==> src/rtl/sclk_div_pkg.sv <==
package sclk_div_pkg;

    // Width of the prescale modulus field
    localparam int PM_W = 4;
    // Default length of the fixed pre-divide stage
    localparam int PRE_DIV_DEF = 16;

    typedef struct packed {
        logic [PM_W-1:0] pm;
        logic            pre_en;
    } sclk_cfg_t;

    typedef enum logic [1:0] {
        EDGE_NONE = 2'b00,
        EDGE_RISE = 2'b01,
        EDGE_FALL = 2'b10
    } edge_e;

    // Last count value of one half period: 2*(pm+1)-1
    function automatic logic [PM_W:0] half_last(input logic [PM_W-1:0] pm);
        return {pm, 1'b1};
    endfunction

endpackage

==> src/rtl/sclk_prediv.sv <==
module sclk_prediv #(
    parameter int PRE_DIV = sclk_div_pkg::PRE_DIV_DEF
) (
    input  logic clk,
    input  logic rst,
    input  logic en,
    input  logic pre_en,
    output logic tick
);
    localparam int PRE_W = (PRE_DIV > 1) ? $clog2(PRE_DIV) : 1;
    localparam logic [PRE_W-1:0] PRE_LAST = PRE_W'(PRE_DIV - 1);

    logic [PRE_W-1:0] cnt_q;

    always_ff @(posedge clk) begin
        if (rst || !en || !pre_en) begin
            cnt_q <= '0;
        end else if (cnt_q == PRE_LAST) begin
            cnt_q <= '0;
        end else begin
            cnt_q <= cnt_q + 1'b1;
        end
    end

    assign tick = en && (!pre_en || (cnt_q == PRE_LAST));

    // in pre-divide mode two ticks are never adjacent
    assert_tick_gap_R4: assert property (@(posedge clk) disable iff (rst)
        (en && pre_en && tick) |=> !(tick && pre_en));

endmodule

==> src/rtl/sclk_phase.sv <==
module sclk_phase
    import sclk_div_pkg::*;
#(
    parameter int W = sclk_div_pkg::PM_W
) (
    input  logic         clk,
    input  logic         rst,
    input  logic         en,
    input  logic         tick,
    input  logic [W-1:0] pm,
    output logic         sclk_q,
    output edge_e        edge_q,
    output logic         period_end
);
    logic [W:0] hcnt_q;
    logic       at_last;

    assign at_last    = (hcnt_q == {pm, 1'b1});
    assign period_end = en && tick && at_last && sclk_q;

    always_ff @(posedge clk) begin
        if (rst || !en) begin
            hcnt_q <= '0;
            sclk_q <= 1'b0;
            edge_q <= EDGE_NONE;
        end else if (tick && at_last) begin
            hcnt_q <= '0;
            sclk_q <= !sclk_q;
            edge_q <= sclk_q ? EDGE_FALL : EDGE_RISE;
        end else begin
            if (tick) begin
                hcnt_q <= hcnt_q + 1'b1;
            end
            edge_q <= EDGE_NONE;
        end
    end

    // a disabled cycle leaves the clock low
    assert_idle_low_R2: assert property (@(posedge clk) disable iff (rst)
        !en |=> !sclk_q);

    // the half-period counter never passes its terminal value
    assert_hcnt_range_R3: assert property (@(posedge clk) disable iff (rst)
        en |-> (hcnt_q <= half_last(pm)));

endmodule

==> src/rtl/sclk_prescaler.sv <==
module sclk_prescaler
    import sclk_div_pkg::*;
#(
    parameter int PRE_DIV = sclk_div_pkg::PRE_DIV_DEF
) (
    input  logic       clk,
    input  logic       rst,
    input  logic       en,
    input  logic [3:0] modulus,
    input  logic       prediv_sel,
    output logic       sclk,
    output logic       sclk_rise,
    output logic       sclk_fall
);
    sclk_cfg_t cfg_in;
    sclk_cfg_t cfg_act;
    sclk_cfg_t cfg_eff;
    logic      running_q;
    logic      tick;
    logic      period_end;
    logic      sclk_q;
    edge_e     edge_q;

    assign cfg_in  = '{pm: modulus, pre_en: prediv_sel};
    // Idle or first enabled cycle: take the inputs directly
    assign cfg_eff = running_q ? cfg_act : cfg_in;

    always_ff @(posedge clk) begin
        if (rst) begin
            running_q <= 1'b0;
            cfg_act   <= '0;
        end else begin
            running_q <= en;
            if (!running_q || period_end) begin
                cfg_act <= cfg_in;
            end
        end
    end

    sclk_prediv #(.PRE_DIV(PRE_DIV)) u_prediv (
        .clk    (clk),
        .rst    (rst),
        .en     (en),
        .pre_en (cfg_eff.pre_en),
        .tick   (tick)
    );

    sclk_phase #(.W(PM_W)) u_phase (
        .clk        (clk),
        .rst        (rst),
        .en         (en),
        .tick       (tick),
        .pm         (cfg_eff.pm),
        .sclk_q     (sclk_q),
        .edge_q     (edge_q),
        .period_end (period_end)
    );

    assign sclk      = sclk_q;
    assign sclk_rise = (edge_q == EDGE_RISE);
    assign sclk_fall = (edge_q == EDGE_FALL);

    // the rise strobe marks exactly the first high cycle
    assert_rise_align_R6: assert property (@(posedge clk) disable iff (rst)
        sclk_rise |-> (sclk && !$past(sclk)));
    assert_rise_seen_R6: assert property (@(posedge clk) disable iff (rst)
        ($rose(sclk) && $past(en)) |-> sclk_rise);

    // the fall strobe marks exactly the first low cycle while enabled
    assert_fall_align_R7: assert property (@(posedge clk) disable iff (rst)
        sclk_fall |-> (!sclk && $past(sclk)));
    assert_fall_seen_R7: assert property (@(posedge clk) disable iff (rst)
        ($fell(sclk) && $past(en)) |-> sclk_fall);

    // the active setting only moves at a period boundary or when idle
    assert_cfg_hold_R8: assert property (@(posedge clk) disable iff (rst)
        ($past(running_q) && !$past(period_end)) |-> $stable(cfg_act));

    // outputs are quiet in the cycle after reset
    assert_reset_quiet_R1: assert property (@(posedge clk)
        $past(rst) |-> (!sclk && !sclk_rise && !sclk_fall));

endmodule

==> config.mk <==
export PLATFORM = sky130hd
export DESIGN_NAME = sclk_prescaler
export DESIGN_NICKNAME = d
export VERILOG_FILES = /design/src/rtl/sclk_div_pkg.sv /design/src/rtl/sclk_prediv.sv /design/src/rtl/sclk_phase.sv /design/src/rtl/sclk_prescaler.sv
export SDC_FILE = /design/constraint.sdc
export NUM_CORES = 1
export LEC_CHECK = 0
export BUFFER_PORTS_ARGS = -buffer_cell sky130_fd_sc_hd__clkbuf_2
export CAP_MARGIN = 10
export CORE_MARGIN = 2
export CORE_UTILIZATION = 39
export DETAILED_ROUTE_END_ITERATION = 12
export PLACE_DENSITY = 0.55
export SYNTH_ARGS = -nofsm -noshare
export SYNTH_HDL_FRONTEND = slang
export SYNTH_SLANG_ARGS = --single-unit
==> constraint.sdc <==
create_clock -name clk -period 5.2 [get_ports clk]
set_input_delay 0.52 -clock clk [delete_from_list [all_inputs] [get_ports clk]]
set_output_delay 0.52 -clock clk [all_outputs]
set_load 0.03 [all_outputs]
==> results.sh <==
export IMPL_overall_via_count_from_detail_route=751
export IMPL_io_pins=11
export IMPL_critical_path_class="reg2reg"
export IMPL_synth_edf_count=0
export IMPL_worst_setup_hold_path_clk_slew_ns=0.10
export IMPL_layout_min_cycle_time_ns=2.381
export IMPL_rsz0062_at_grt="no"
export IMPL_grtUsageTotal_pct=14.63
export IMPL_via_count_normalized_by_instance_count=5.326
export IMPL_area_growth_syn_to_layout_pct=9.351
export IMPL_post_cts_sizing_count=0
export IMPL_synthesis_yosys_warnings=0
export IMPL_floorplan_initialDensity_pct=39.98
export IMPL_final_cell_mix="18 x dfxtp_1, 10 x clkbuf_2, 6 x inv_1, 6 x nor2_1"
export IMPL_area_sequential_um2=360.3
export IMPL_post_synth_main_area_contributors="dfxtp_1 37%, xor2_1 4.5%, mux2i_1 4.2%"
export IMPL_pre_cts_ws_ns=2.818
export IMPL_hold_worst_slack_ns=0.4581
export IMPL_route_final_wire_length_mm=1.746
export IMPL_hp_class="reg2reg"
export IMPL_io_buffer_count=10
export IMPL_yosys_area_top_type_share_pct=37.40
export IMPL_power_static_leakage_nw=0.4082
export IMPL_crit_arrival_ns=2.56
export IMPL_multi_input_gate_area_um2=546.8
export IMPL_maxSlewHeadroom_pct=59.96
export IMPL_critical_path_peak_fanout=15
export IMPL_final_antenna_net_count=0
export IMPL_seq_area_frac_synth_pct=37.40
export IMPL_final_common_cell="dfxtp_1"
export IMPL_clock_fmax_mhz=420.0
export IMPL_synth_top_area_cell="dfxtp_1"
export IMPL_fp_coreArea_mm2=0.002410
export IMPL_worstPathRequired_ns=5.38
export IMPL_critical_path_startpoint_type="flop"
export IMPL_run_status="completed"
export IMPL_critical_path_cell_by_cell="mux2_4, a21boi_4, and3_1, nor3_2, or4_1"
export IMPL_cts_htree_levels=1
export IMPL_syn_cell_area_um2=963.4
export IMPL_ys_dominant_reg_cell="dfxtp_1"
export IMPL_worst_pin_slew_ns=0.5998
export IMPL_cp_slowest_cell="dfxtp_1"
export IMPL_total_of_max_cap_violations=0
export IMPL_wl_per_cell_um=12.38
export IMPL_synth_async_reset_ratio_pct=0
export IMPL_detail_route_drc_violations=0
export IMPL_grt_antenna_before_repair=0
export IMPL_syn_inst=102
export IMPL_dp_cells=137
export IMPL_dpl_instance_area_mm2=0.001017
export IMPL_cts_buffers=3
export IMPL_cts_root_buf="clkbuf_4"
export IMPL_grt_pass1_wl_mm=3.022
export IMPL_fin_skew_ns=0.007827
export IMPL_first_pass_iters=4
export IMPL_cts_tree="built"
export IMPL_antennaDiodeCount=0
export IMPL_num_nets_final=122
export IMPL_globalRoute_totalOverflow=0
export IMPL_min_period_over_period_pct=45.79
export IMPL_drt_initial_drc_count=18
export IMPL_globalRouteMet2Util_pct=22.76
export IMPL_die_y_um=53.70
export IMPL_total_non_filler_cell_area_in_the_finished_layout_mm2=0.001054
export IMPL_met1_usage_pct=18.34
export IMPL_max_slew_vio_count=0
export IMPL_slowest_delay_ns=0.72
export IMPL_dieArea_mm2=0.002884
export IMPL_globalRoute_busiestLayer="met2"
export IMPL_clock_path_buffers=2
export IMPL_grt_start_max_net_pins=18
export IMPL_grt_pass1_vias=695
export IMPL_numClockSinks=18
export IMPL_insertion_delay_ns=0.30
export IMPL_postLayoutSetupSlackWorst_ns=2.819
export IMPL_fillCellCount=237
export IMPL_placementRows=18
export IMPL_setup_viol=0
export IMPL_share_of_final_layout_standard_cells_stronger_than_drive_strength_1_pct=16.22
export IMPL_met3_usage_pct=6.111
export IMPL_non_filler_cells_in_the_finished_layout=141
export IMPL_routabilityCongestion=0.7632
export IMPL_max_vdd_ir_drop_mv=0.2006
export IMPL_hpwlAfterDp_mm=1.269
export IMPL_post_cts_setup_buffers=0
export IMPL_syn_area_per_cell_um2=9.445
export IMPL_setup_total_negative_slack_ns=0
export IMPL_floorplan_die_width_um=53.70
export IMPL_synth_ff_latch_count=18
export IMPL_holdBufCountCts=0
export IMPL_syn_nets=112
export IMPL_crit_path_end_kind="flop"
export IMPL_synthDistinctLibCells=33
export IMPL_pwr_density_cell_mw_per_mm2=249.1
export IMPL_timing_final_hold_violations=0
through the flow:
step / utilization (%) / total power, mW
finish: 43.72 / 0.2624
global placement: 42.21 / 0.1776
global route: 43.72 / 0.2786
CTS: 43.72 / 0.2671
detailed placement: 42.21 / 0.1786
floorplan: - / 0.1713
power by group:
part / internal [mW] / leakage, nW / switching, mW / total [mW]
clock network: 0.0427 / 0.0210 / 0.0447 / 0.0874
logic: 0.0141 / 0.240 / 0.0142 / 0.0283
registers: 0.142 / 0.147 / 0.00444 / 0.147
kinds of logic after synthesis:
family          synth area share (%)
xor+xnor                       8.181
compound gates                 12.34
fa+ha+maj                      2.597
mux                            5.714
simple gates                   27.92
buf+inv                        5.844
flops                          37.40
final timing paths:
| path | startpoint | end | slack, ns | cells after the start |
|---|---|---|---|---|
| min | u_prediv.cnt_q[0] | u_prediv.cnt_q[0] | 0.46 | 1 |
| max | running_q | cfg_act[0] | 2.82 | 5 |
| min reg2reg | u_prediv.cnt_q[0] | u_prediv.cnt_q[0] | 0.46 | 1 |
| max reg2reg | running_q | cfg_act[0] | 2.82 | 5 |
synthesized netlist by cell type, types with 3 or more instances:
cell type,count
clkbuf_1,3
dfxtp_1,18
inv_1,6
mux2i_1,4
nand2_1,5
nand3_1,5
nand3b_1,4
nand4b_1,4
nor2_1,6
nor3_1,3
o211ai_1,5
o32a_1,4
xnor2_1,4
xor2_1,5
layout make-up:
| cell class | instances | share of cell area [%] |
|---|---|---|
| multi-input cells | 73 | 51.90 |
| flip-flops and latches | 18 | 34.20 |
| repair buffers | 10 | 4.751 |
| well taps | 30 | 3.563 |
| clock buffers | 4 | 3.444 |
| inverters | 6 | 2.138 |
registers in the layout, summed over array words and instances (netlist names):
name,cells
u_phase.hcnt_q,5
cfg_act,5
u_prediv.cnt_q,4
u_phase.edge_q,2
running_q,1
u_phase.sclk_q,1
metal layers:
metal,share of wire (%),vias to the layer above
met3,4.0,2
met4,0.86,0
li1,-,391
met2,48,12
met1,47,346
met5,0,-
worst max-delay path, delay by kind of cell, from the launching register on:
kind / cells / cell delay [ns]
AO/OA/AOI/OAI: 1 / 0.23
AND/OR/NAND/NOR: 3 / 0.94
flip-flops: 1 / 0.72
multiplexers: 1 / 0.37
Power figures use the tool's default switching activity.
